===== config.mk =====
export PLATFORM = sky130hd
export DESIGN_NAME = coinc_trigger_former
export DESIGN_NICKNAME = d
export VERILOG_FILES = /design/src/rtl/ctf_pkg.sv /design/src/rtl/ctf_sync_edge.sv /design/src/rtl/ctf_gate_delay.sv /design/src/rtl/ctf_prescaler.sv /design/src/rtl/coinc_trigger_former.sv
export SDC_FILE = /design/constraint.sdc
export NUM_CORES = 1
export LEC_CHECK = 0
export BUFFER_PORTS_ARGS = -buffer_cell sky130_fd_sc_hd__buf_2
export CORE_UTILIZATION = 40
export DETAILED_ROUTE_END_ITERATION = 10
export GPL_ROUTABILITY_DRIVEN = 0
export SYNTH_ARGS = -nofsm -noshare
export SYNTH_HDL_FRONTEND = slang
export SYNTH_HIERARCHICAL = 1
export SYNTH_SLANG_ARGS = --single-unit

===== constraint.sdc =====
create_clock -name clk -period 4.8 [get_ports clk]
set_input_delay 0.48 -clock clk [delete_from_list [all_inputs] [get_ports clk]]
set_output_delay 0.48 -clock clk [all_outputs]
set_load 0.01 [all_outputs]

===== src/rtl/ctf_pkg.sv =====
package ctf_pkg;
  localparam int NSTAGE = 6;
  localparam int STG_GATE0 = 0;
  localparam int STG_WIDEN = 2;
  localparam int STG_REF   = 3;
  localparam int STG_SING0 = 4;
  localparam int A_DLY     = 0;
  localparam int A_WID     = A_DLY + NSTAGE;
  localparam int A_BYP     = A_WID + NSTAGE;
  localparam int A_PS_PRI  = A_BYP + 1;
  localparam int A_PS_SEC  = A_PS_PRI + 1;

  typedef enum logic [1:0] {ST_IDLE, ST_DLY, ST_GATE} gate_st_t;
endpackage


===== src/rtl/ctf_sync_edge.sv =====
module ctf_sync_edge (
  input  logic clk,
  input  logic rst,
  input  logic async_in,
  output logic edge_pulse
);
  logic [2:0] sh;

  always_ff @(posedge clk) begin
    if (rst) sh <= '0;
    else     sh <= {sh[1:0], async_in};
  end

  assign edge_pulse = sh[1] & ~sh[2];

  AST_EDGE_ONE_CYCLE: assert property (@(posedge clk) disable iff (rst)
    edge_pulse |=> !edge_pulse);
endmodule


===== src/rtl/ctf_gate_delay.sv =====
module ctf_gate_delay
  import ctf_pkg::*;
#(
  parameter int CNT_W = 8
) (
  input  logic             clk,
  input  logic             rst,
  input  logic             clr,
  input  logic             byp,
  input  logic [CNT_W-1:0] dly,
  input  logic [CNT_W-1:0] wid,
  input  logic             trig_in,
  output logic             gate_out
);
  gate_st_t         st;
  logic [CNT_W-1:0] cnt;
  logic             in_d;
  logic             start;

  assign start = trig_in & ~in_d;

  always_ff @(posedge clk) begin
    if (rst) begin
      st   <= ST_IDLE;
      cnt  <= '0;
      in_d <= 1'b0;
    end else begin
      in_d <= trig_in;
      if (clr) begin
        st  <= ST_IDLE;
        cnt <= '0;
      end else begin
        case (st)
          ST_IDLE: if (start && !byp) begin
            st  <= ST_DLY;
            cnt <= dly;
          end
          ST_DLY: if (cnt <= CNT_W'(1)) begin
            st  <= ST_GATE;
            cnt <= wid;
          end else begin
            cnt <= cnt - 1'b1;
          end
          ST_GATE: if (cnt <= CNT_W'(1)) begin
            st  <= ST_IDLE;
            cnt <= '0;
          end else begin
            cnt <= cnt - 1'b1;
          end
          default: st <= ST_IDLE;
        endcase
      end
    end
  end

  assign gate_out = byp ? trig_in : (st == ST_GATE);

  AST_CLR_TO_IDLE: assert property (@(posedge clk) disable iff (rst)
    clr |=> (st == ST_IDLE));
  AST_NO_RETRIGGER: assert property (@(posedge clk) disable iff (rst)
    (st == ST_DLY && !clr) |=> (st != ST_IDLE));
endmodule


===== src/rtl/ctf_prescaler.sv =====
module ctf_prescaler #(
  parameter int PS_W = 8
) (
  input  logic            clk,
  input  logic            rst,
  input  logic            clr,
  input  logic [PS_W-1:0] n,
  input  logic            trig_in,
  output logic            pulse_out
);
  logic [PS_W-1:0] cnt;
  logic [PS_W:0]   nxt;
  logic            in_d;

  assign nxt = {1'b0, cnt} + 1'b1;

  always_ff @(posedge clk) begin
    if (rst) begin
      cnt       <= '0;
      in_d      <= 1'b0;
      pulse_out <= 1'b0;
    end else begin
      in_d      <= trig_in;
      pulse_out <= 1'b0;
      if (clr) begin
        cnt <= '0;
      end else if (trig_in && !in_d && n != '0) begin
        pulse_out <= (cnt == '0);
        cnt       <= (nxt >= {1'b0, n}) ? '0 : nxt[PS_W-1:0];
      end
    end
  end

  AST_PS_SINGLE: assert property (@(posedge clk) disable iff (rst)
    pulse_out |=> !pulse_out);
  AST_PS_RANGE: assert property (@(posedge clk) disable iff (rst)
    (n != '0) |-> (cnt < n));
endmodule


===== src/rtl/coinc_trigger_former.sv =====
module coinc_trigger_former
  import ctf_pkg::*;
#(
  parameter int DATA_W = 8,
  parameter int ADDR_W = 4
) (
  input  logic              clk,
  input  logic              rst,
  input  logic              src_pri,
  input  logic              src_sec,
  input  logic              cfg_we,
  input  logic [ADDR_W-1:0] cfg_addr,
  input  logic [DATA_W-1:0] cfg_wdata,
  output logic              coinc_out,
  output logic              single_pri_out,
  output logic              single_sec_out
);
  logic [DATA_W-1:0] dly_q [NSTAGE];
  logic [DATA_W-1:0] wid_q [NSTAGE];
  logic [NSTAGE-1:0] byp_q;
  logic [DATA_W-1:0] ps_q  [2];

  logic [1:0] src_async;
  logic [1:0] src_pulse;
  logic [1:0] src_gate;
  logic [1:0] sing_dly;
  logic [1:0] sing_pulse;
  logic       raw_coinc;
  logic       wid_out;
  logic       ref_out;

  always_ff @(posedge clk) begin
    if (rst) begin
      for (int i = 0; i < NSTAGE; i++) begin
        dly_q[i] <= DATA_W'(1);
        wid_q[i] <= DATA_W'(1);
      end
      byp_q   <= '0;
      ps_q[0] <= DATA_W'(1);
      ps_q[1] <= DATA_W'(1);
    end else if (cfg_we) begin
      for (int i = 0; i < NSTAGE; i++) begin
        if (cfg_addr == ADDR_W'(A_DLY + i)) dly_q[i] <= cfg_wdata;
        if (cfg_addr == ADDR_W'(A_WID + i)) wid_q[i] <= cfg_wdata;
      end
      if (cfg_addr == ADDR_W'(A_BYP))    byp_q   <= cfg_wdata[NSTAGE-1:0];
      if (cfg_addr == ADDR_W'(A_PS_PRI)) ps_q[0] <= cfg_wdata;
      if (cfg_addr == ADDR_W'(A_PS_SEC)) ps_q[1] <= cfg_wdata;
    end
  end

  assign src_async = {src_sec, src_pri};

  for (genvar s = 0; s < 2; s++) begin : g_src
    ctf_sync_edge u_sync (
      .clk(clk), .rst(rst), .async_in(src_async[s]), .edge_pulse(src_pulse[s])
    );
    ctf_gate_delay #(.CNT_W(DATA_W)) u_gate (
      .clk(clk), .rst(rst), .clr(cfg_we),
      .byp(byp_q[STG_GATE0 + s]), .dly(dly_q[STG_GATE0 + s]), .wid(wid_q[STG_GATE0 + s]),
      .trig_in(src_pulse[s]), .gate_out(src_gate[s])
    );
    ctf_gate_delay #(.CNT_W(DATA_W)) u_sdly (
      .clk(clk), .rst(rst), .clr(cfg_we),
      .byp(byp_q[STG_SING0 + s]), .dly(dly_q[STG_SING0 + s]), .wid(wid_q[STG_SING0 + s]),
      .trig_in(src_pulse[s]), .gate_out(sing_dly[s])
    );
    ctf_prescaler #(.PS_W(DATA_W)) u_ps (
      .clk(clk), .rst(rst), .clr(cfg_we), .n(ps_q[s]),
      .trig_in(sing_dly[s]), .pulse_out(sing_pulse[s])
    );
  end

  assign raw_coinc = &src_gate;

  ctf_gate_delay #(.CNT_W(DATA_W)) u_widen (
    .clk(clk), .rst(rst), .clr(cfg_we),
    .byp(byp_q[STG_WIDEN]), .dly(dly_q[STG_WIDEN]), .wid(wid_q[STG_WIDEN]),
    .trig_in(raw_coinc), .gate_out(wid_out)
  );

  ctf_gate_delay #(.CNT_W(DATA_W)) u_ref (
    .clk(clk), .rst(rst), .clr(cfg_we),
    .byp(byp_q[STG_REF]), .dly(dly_q[STG_REF]), .wid(wid_q[STG_REF]),
    .trig_in(src_pulse[0]), .gate_out(ref_out)
  );

  always_ff @(posedge clk) begin
    if (rst) coinc_out <= 1'b0;
    else     coinc_out <= wid_out & ref_out;
  end

  assign single_pri_out = sing_pulse[0];
  assign single_sec_out = sing_pulse[1];

  AST_COINC_NEEDS_REF: assert property (@(posedge clk) disable iff (rst)
    coinc_out |-> $past(ref_out));
  AST_COINC_NEEDS_WIDEN: assert property (@(posedge clk) disable iff (rst)
    coinc_out |-> $past(wid_out));
endmodule


---- Word-level counts from Yosys, hierarchy flattened ----
Memory sizes are Yosys's and may differ from the RTL's.
Cells that the tools add are included.
storage, ports and cells
  flip-flop bits (word level) ............. 96
  bits in latches ......................... 0
  bits in writable memories ............... 112
  bits in read-only memories .............. 0
  input bits .............................. 17
  word-level logic and storage cells ...... 295
  memories ................................ 3
memories
  memory  depth  width  read ports  clocked after Yosys merged registers in  write ports  line                        source
  dly_q   6      8      6           0                                        6            coinc_trigger_former.sv:18  logic [DATA_W-1:0] dly_q [NSTAGE];
  wid_q   6      8      6           0                                        6            coinc_trigger_former.sv:19  logic [DATA_W-1:0] wid_q [NSTAGE];
  ps_q    2      8      2           0                                        2            coinc_trigger_former.sv:21  logic [DATA_W-1:0] ps_q [2];
operators by class
  add/subtract/negate cells ............... 8
  multiply operators ...................... 0
  divide/modulo/power cells ............... 0
  magnitude comparators ................... 8
  eq/ne operators ......................... 44
  shift operators ......................... 0
  muxes and demuxes ....................... 128
  bitwise gates (word level) .............. 27
  reduce and logical (&&, ||, !) cells .... 52
operators with widths
  operator                                                               count
  8-bit two-way mux                                                      34
  8-bit case mux with 3 select lines                                     6
  1-bit two-way mux                                                      64
  8-bit by 1-bit <= comparator with 1-bit output, second input constant  6
  8-bit by 1-bit subtractor with 8-bit output, second input constant     6
  2-bit two-way mux                                                      18
  2-bit by 1-bit != test with 1-bit output, second input constant        18
  2-bit case mux with 3 select lines                                     6
  4-bit equality test, second input constant                             7
  8-bit by 1-bit adder with 9-bit output, second input constant          2
  9-bit by 8-bit >= comparator with 1-bit output                         2
  3-bit AND reduction                                                    6
  3-bit nonzero test                                                     6
  4-bit by 3-bit equality test with 1-bit output, second input constant  4
  8-bit logical NOT                                                      2
  2-bit AND reduction                                                    8
  8-bit nonzero test                                                     2
  1-bit OR                                                               14
  2-bit by 1-bit equality test with 1-bit output, second input constant  6
  2-bit equality test, second input constant                             6
  2-bit logical NOT                                                      6
  1-bit logical AND                                                      10
  4-bit by 2-bit equality test with 1-bit output, second input constant  2
  1-bit logical NOT                                                      8
  other kinds (6)                                                        18

---- Depth between registers and ports, before layout ----
Gate-level depths: netlist of the first run.
  word-level depth ........................ 8
  gate-level depth with buffers ........... 10
  depth with buffers taken out ............ 9

---- Cells and area by module ----
The synthesis of the first run kept the hierarchy.
by module, submodules not included
  module                instances  cells each  area each (sq um)  sequential area each (sq um)
  ctf_gate_delay        6          119         949.7              220.2
  coinc_trigger_former  1          321         4877.2             3503.4
  ctf_prescaler         2          97          813.3              200.2
  ctf_sync_edge         2          7           87.6               60.1

---- Worst setup path before layout of the first run ----
No wires, ideal clock.
  kind .................................... register -> register
  start ................................... register g_src[0].u_gate.st[0]
  end ..................................... register u_widen.cnt[1]
  library setup time ...................... 95 ps
  arrival ................................. 2103 ps
  required time ........................... 4705 ps
  setup slack ............................. 2601 ps
  stages on the path, launching flop included .. 9
  path buffers ............................ 0
  period minus slack after synthesis ...... 2199 ps
  path through ............................ dfxtp_1 -> inv_1 -> ha_1 -> mux2_2 -> and2_1 -> or3b_2 -> a21oi_1 -> o21ai_0 -> a221oi_1
between the ends
  word-level cells in the longest chain between the ends .. 7
RTL lines
  what                                                       line                        source
  from (decl)                                                ctf_gate_delay.sv:15        gate_st_t st;
  from (signal assigned)                                     ctf_gate_delay.sv:24        st <= ST_IDLE;
  from (signal assigned)                                     ctf_gate_delay.sv:30        st <= ST_IDLE;
  from (signal assigned)                                     ctf_gate_delay.sv:35        st <= ST_DLY;
  2-bit equality test                                        ctf_gate_delay.sv:56        assign gate_out = byp ? trig_in : (st == ST_GATE);
  1-bit two-way mux                                          ctf_gate_delay.sv:56
  via src_gate[0]                                            coinc_trigger_former.sv:25  logic [1:0] src_gate;
  2-bit AND reduction                                        coinc_trigger_former.sv:74  assign raw_coinc = &src_gate;
  via raw_coinc                                              coinc_trigger_former.sv:28  logic raw_coinc;
  1-bit AND                                                  ctf_gate_delay.sv:20        assign start = trig_in & ~in_d;
  1-bit logical AND                                          ctf_gate_delay.sv:34        ST_IDLE: if (start && !byp) begin
  2-bit by 1-bit != test with 1-bit output (no source line)  --
  2-bit AND reduction (no source line)                       --
  to (signal assigned)                                       ctf_gate_delay.sv:36        cnt <= dly;
  to (signal assigned)                                       ctf_gate_delay.sv:40        cnt <= wid;
  to (signal assigned)                                       ctf_gate_delay.sv:42        cnt <= cnt - 1'b1;
  to (decl)                                                  ctf_gate_delay.sv:16        logic [CNT_W-1:0] cnt;
The timed path passes the listed nets, and every way through them passes these cells.
A chain may end at the register's enable or synchronous reset.

---- Worst setup path after layout of the first run ----
  start ................................... register g_src[1].u_gate.st[0]
  end ..................................... register u_widen.cnt[1]
between the ends
  word-level cells in the longest chain between the ends .. 7
RTL lines
  what                                                       line
  from (decl)                                                ctf_gate_delay.sv:15
  from (signal assigned)                                     ctf_gate_delay.sv:24
  from (signal assigned)                                     ctf_gate_delay.sv:30
  from (signal assigned)                                     ctf_gate_delay.sv:35
  2-bit equality test                                        ctf_gate_delay.sv:56
  1-bit two-way mux                                          ctf_gate_delay.sv:56
  via src_gate[1]                                            coinc_trigger_former.sv:25
  2-bit AND reduction                                        coinc_trigger_former.sv:74
  via raw_coinc                                              coinc_trigger_former.sv:28
  1-bit AND                                                  ctf_gate_delay.sv:20
  1-bit logical AND                                          ctf_gate_delay.sv:34
  2-bit by 1-bit != test with 1-bit output (no source line)  --
  2-bit AND reduction (no source line)                       --
The timed path passes the listed nets, and every way through them passes these cells.

==> flow_summary.ini, run 1 <==
[status]
status = finished clean

[floorplan]
rows = 64
dieArea_um2 = 31650
core_um2 = 30510
start_util_pct = 40.57
ioPinCount = 20
die_h_um = 177.9
die_width_um = 177.9

[global_route]
grt_max_degree = 29
grt_usage_pct = 19.06
first_global_vias = 8886
antenna_found_initial = 1
grt_pass1_wl_um = 48280
grt-ovfl-total = 0

[clocking]
cts.root.buffer_cell = clkbuf_16
clockBufferDepth = 3
cts.sinks = 211
hold_buffers = 0
cts_setup_buffers = 0
cts-resized-gates = 0
h-tree-depth = 1
path_clk_slew_ns = 0.07
numCtsBuffers = 23
cts_tree = done
clk_latency_ns = 0.52

[pwr]
power_frac_seq_pct = 47.9
total_leakage_power_nw = 4.609
swShare_pct = 24.60
p_per_area_nw_per_um2 = 318.7
power_frac_clock_pct = 43.4
intPower_mw = 3.186
p_sw_mw = 1.039
peakVddDrop_mv = 0.2158
combPwrFrac_pct = 8.7

[sta]
hold_viol_final = 0
setup_viol = 0
worst_pin_slew_ns = 1.195
min_period_over_period_pct = 56.09
rsz0062_at_grt = no
tns_ns = 0
fmaxAchievable_mhz = 371.4
layout_min_cycle_time_ns = 2.692
max-slew-margin-rel_pct = 19.47
whs_ns = 0.1776
slew_violations = 0
finClkSkew_ns = 0.01209

[cells_and_area]
syn2layout_area_growth_pct = 7.127
nets = 1292
drive_above_1_share_pct = 16.50
fill_cells = 2888

[synthesis]
ys_warn_count = 6
synth_top_cell_area_share_pct = 27.17
synth_common_cells = 112 x edfxtp_1, 99 x dfxtp_1, 92 x a21oi_1
syn_avg_cell_area_um2 = 9.957
synth_area_leaders = edfxtp_1 27%, dfxtp_1 16%, ha_1 5.7%, nor3_2 3.9%, a21oi_1 3.7%
ys_seq_area_share_pct = 43.19
synth_cell_types = 71
synthFlopType = edfxtp_1
synth_area_um2 = 12380
synth_most_common_cell = edfxtp_1
synth_nets = 1316
synth_edf_count = 112
async_reset_ff_share_pct = 0
yosys_register_bits = 211
netlist_instances = 1243
synth_top_area_cell = edfxtp_1

[job]
max-cap-violations = 0

[setup_path]
start_kind = flip-flop
worstPathArrival_ns = 3.12
path_max_fanout = 8
end_kind = flip-flop
critPathRequiredTime_ns = 5.23
path_class = reg2reg

[min_path]
hold_class = in2reg

[routing]
viasPerCell = 5.871
drt_first_pass_iters = 5
drt_iter0_drc = 656
num_vias = 9587
drc = 0
wl_per_cell_um = 18.24
wirelength_um = 29790
antenna_left = 0

[place]
portBuffers = 19
hpwlAfterDp_um = 20810
registers in the layout, summed over array words and instances (netlist names), 8 cells and up:
register / count
dly_q: 48
g_src.u_gate/cnt: 16
g_src.u_ps/cnt: 16
g_src.u_sdly/cnt: 16
ps_q: 16
u_ref/cnt: 8
u_widen/cnt: 8
wid_q: 48
path summary, 6_finish.rpt:
| path | start | end | slack [ns] | depth (start not counted) |
|---|---|---|---|---|
| setup reg to reg | g_src[1].u_gate/st[0]$_SDFFE_PP0P_ | u_widen/cnt[1]$_SDFFE_PP0P_ | 2.11 | 8 |
| hold / removal | src_sec | g_src[1].u_sync/sh[0]$_SDFF_PP0_ | 0.18 | 2 |
| hold reg to reg | g_src[1].u_sync/sh[0]$_SDFF_PP0_ | g_src[1].u_sync/sh[1]$_SDFF_PP0_ | 0.44 | 1 |
| setup / recovery | g_src[1].u_gate/st[0]$_SDFFE_PP0P_ | u_widen/cnt[1]$_SDFFE_PP0P_ | 2.11 | 8 |
logic make-up after synthesis:
logic type | count (synthesis) | share of synthesized area (%)
buffers and inverters | 156 | 6.874
AO/OA/AOI/OAI | 386 | 21.23
flip-flops | 211 | 43.19
adder cells (fa/ha/maj) | 56 | 5.661
multiplexers | 18 | 1.516
AND/OR/NAND/NOR | 403 | 20.49
XOR/XNOR | 13 | 1.041
routing by layer:
layer | share of wire [%] | vias to the layer above | GRT usage, %
met5 | 0 | - | 0
met4 | 1.6 | 0 | 4.452
met3 | 5.2 | 39 | 2.228
met2 | 46 | 259 | 30.80
met1 | 47 | 4628 | 27.03
li1 | - | 4661 | -
stage by stage:
stage          total power, mW  worst slack [ns]  cell area (um2)  utilization (%)  instances
3_3_place_gp             2.423             1.934            12470            40.88       1590
4_1_cts                  4.271             2.159            13260            43.45       1632
3_5_place_dp             2.424             1.850            12470            40.88       1590
5_1_grt                  4.390             1.842            13260            43.46       1633
2_1_floorplan            2.334             2.601            12380                -       1243
6_report                 4.225             2.108            13260            43.46       1633
power by group through the flow:
| stage | registers (mW) | logic [mW] | clock network [mW] |
|---|---|---|---|
| 2_1_floorplan | 2.04 | 0.297 | 0 |
| 3_3_place_gp | 2.06 | 0.361 | 0 |
| 3_5_place_dp | 2.06 | 0.364 | 0 |
| 4_1_cts | 2.02 | 0.366 | 1.88 |
| 5_1_grt | 2.03 | 0.406 | 1.95 |
| 6_report | 2.02 | 0.368 | 1.83 |
layout make-up:
class                   instances  area, um2  area share [%]
clock buffers                  26      586.8           4.426
inverters                      81      304.0           2.293
diodes                          1      2.502         0.01887
repair buffers                 26      147.6           1.114
multi-input cells             876       6181           46.62
flip-flops and latches        211       5345           40.31
clock inverters                16      196.4           1.482
well taps                     396      495.5           3.737
cells in the final DEF (no fill, tap or decap), types with 8 or more instances in the layout:
master / instances
nand4_1: 8
o211ai_1: 12
clkbuf_16: 23
edfxtp_1: 112
o31ai_1: 28
nor2_1: 62
a311oi_1: 12
dfxtp_1: 99
a2111oi_0: 12
inv_1: 81
nand2b_1: 10
o21ai_0: 84
a41oi_1: 12
a221oi_1: 12
ha_1: 56
nor3_1: 21
buf_2: 19
nor2b_1: 16
and2_1: 35
nor3_2: 48
or2_2: 20
nand2_1: 69
a21oi_1: 92
o2111ai_1: 18
mux2i_1: 12
a31oi_1: 12
nand3_1: 25
nor4_1: 32
a211oi_1: 18
worst max-delay path, stage by stage, from the launching register on:
cell,delay (ns)
dfxtp_1,0.34
inv_1,0.09
ha_1,0.25
mux2_2,0.21
and2_1,0.15
or3b_2,0.53
a21oi_1,0.50
o21ai_0,0.22
a221oi_1,0.30
Note: power is estimated with default switching activity, not from simulation.
==> run 2: changes to the inputs <==
==> constraint.sdc (replaced) <==
create_clock -name clk -period 2.2 [get_ports clk]
set_input_delay 0.22 -clock clk [delete_from_list [all_inputs] [get_ports clk]]
set_output_delay 0.22 -clock clk [all_outputs]
set_load 0.01 [all_outputs]
==> flow_summary.ini, run 2 (same netlist as run 1, synthesis figures left out) <==
[status]
status = finished clean

[routing]
viasPerCell = 5.776
drc = 0
num_vias = 9957
wirelength_um = 31560
antenna_left = 0
wl_per_cell_um = 18.31
drt_iter0_drc = 694
drt_first_pass_iters = 5

[place]
post-place-cells = 1669
hpwlAfterDp_um = 22220
portBuffers = 19

[cells_and_area]
top_regs = dly_q (48), wid_q (48)
final_common_cell = edfxtp_1
nets = 1380
drive_above_1_share_pct = 24.42
syn2layout_area_growth_pct = 14.44
stdcell_count = 1724
layout_common_cells = 112 x edfxtp_1, 88 x a21oi_1, 88 x dfxtp_1, 86 x buf_4, 84 x o21ai_0

[job]
max-cap-violations = 0

[setup_path]
critPathRequiredTime_ns = 2.66
path_class = reg2reg
start_kind = flip-flop
path_max_fanout = 6
worstPathArrival_ns = 2.60
end_kind = flip-flop

[sta]
max-slew-margin-rel_pct = 18.39
layout_min_cycle_time_ns = 2.148
slew_violations = 0
finClkSkew_ns = 0.008985
setup_viol = 0
rsz0062_at_grt = yes
hold_viol_final = 0
min_period_over_period_pct = 97.62
worst_pin_slew_ns = 1.214
whs_ns = 0.04465
fmaxAchievable_mhz = 465.6

[clocking]
numCtsBuffers = 26
clockBufferDepth = 3
cts.sinks = 211
cts_tree = done
path_clk_slew_ns = 0.07
h-tree-depth = 1
cts.root.buffer_cell = clkbuf_16
clk_latency_ns = 0.53

[global_route]
grt_max_degree = 27
grt_usage_pct = 19.91
antenna_found_initial = 1
grt-ovfl-total = 0
first_global_vias = 9354
grt_pass1_wl_um = 50390

[floorplan]
start_util_pct = 40.57
rows = 64
dieArea_um2 = 31650
die_width_um = 177.9
die_h_um = 177.9
ioPinCount = 20
core_um2 = 30510

[min_path]
hold_class = in2reg

[pwr]
p_per_area_nw_per_um2 = 680.1
peakVddDrop_mv = 0.6110
total_leakage_power_nw = 5.130
==> run 2: changes by cell type in the layout (fill, tap and decap cells not counted), sizes merged <==
cell	delta
buf	+83
bufinv	-1
clkbuf	+9
clkinv	+1
clkinvlp	-3
dlygate4sd3	+2
==> run 2: metal layers <==
layer	GRT usage [%]	up-vias	part of all wire, %
met2	32.15	228	46
met1	27.97	4828	47
met3	2.464	49	4.5
met4	5.235	2	2.1
met5	0	-	0.032
li1	-	4850	-
==> run 2: layout make-up <==
class	count	area [um2]
inverter	81	304.0
clock buffer	35	714.4
timing repair buffer	111	805.8
fill	2781	16350
sequential	211	5374
clock inverter	13	156.4
multi-input combinational	876	6311
antenna	1	2.502
tap	396	495.5
==> run 2: report_power, final <==
part	switching (mW)	internal [mW]	leakage [nW]
Clock	1.69	2.63	0.428
Sequential	0.0992	4.30	1.89
Combinational	0.599	0.315	2.81
==> run 2: final timing paths <==
kind / start / endpoint / slack (ns) / depth (start not counted)
worst max-delay path: g_src[1].u_ps/cnt[3]$_SDFFE_PP0P_ / g_src[1].u_ps/cnt[4]$_SDFFE_PP0P_ / 0.05 / 10
worst min register to register: g_src[1].u_sync/sh[0]$_SDFF_PP0_ / g_src[1].u_sync/sh[1]$_SDFF_PP0_ / 0.44 / 1
worst min-delay path: rst / g_src[0].u_sdly/in_d$_SDFF_PP0_ / 0.04 / 2
worst max register to register: g_src[1].u_ps/cnt[3]$_SDFFE_PP0P_ / g_src[1].u_ps/cnt[4]$_SDFFE_PP0P_ / 0.05 / 10
==> run 2: timing repair <==
item	CTS	global route
hold endpoints to repair	2	0
cloned	0	0
hold buffers	2	0
buffers inserted	0	4
gates resized for setup	7	40
pin swaps	0	23
setup endpoints to repair	7	28
==> run 2: worst max-delay path, stage by stage (launching register included) <==
cell and delay [ns]:
dfxtp_4 0.38, and4_4 0.27, nand2_4 0.06, xnor2_1 0.13, ha_1 0.33, a22oi_2 0.19, nand2_1 0.10, a31oi_2 0.20
buf_6 0.16, o2111ai_1 0.10, a21oi_1 0.15
==> run 2: through the flow <==
stage / power [mW] / util (%) / setup TNS (ns) / setup slack, ns / instance area, um2
finish: 9.633 / 46.42 / 0 / 0.05245 / 14160
global placement: 5.371 / 42.83 / 0 / 0.02776 / 13070
detailed placement: 5.377 / 42.83 / -0.2278 / -0.02586 / 13070
floorplan: 5.092 / - / 0 / 0.001473 / 12380
global route: 9.991 / 46.42 / -0.2922 / -0.06519 / 14160
CTS: 9.710 / 45.80 / 0 / 0.0003655 / 13970
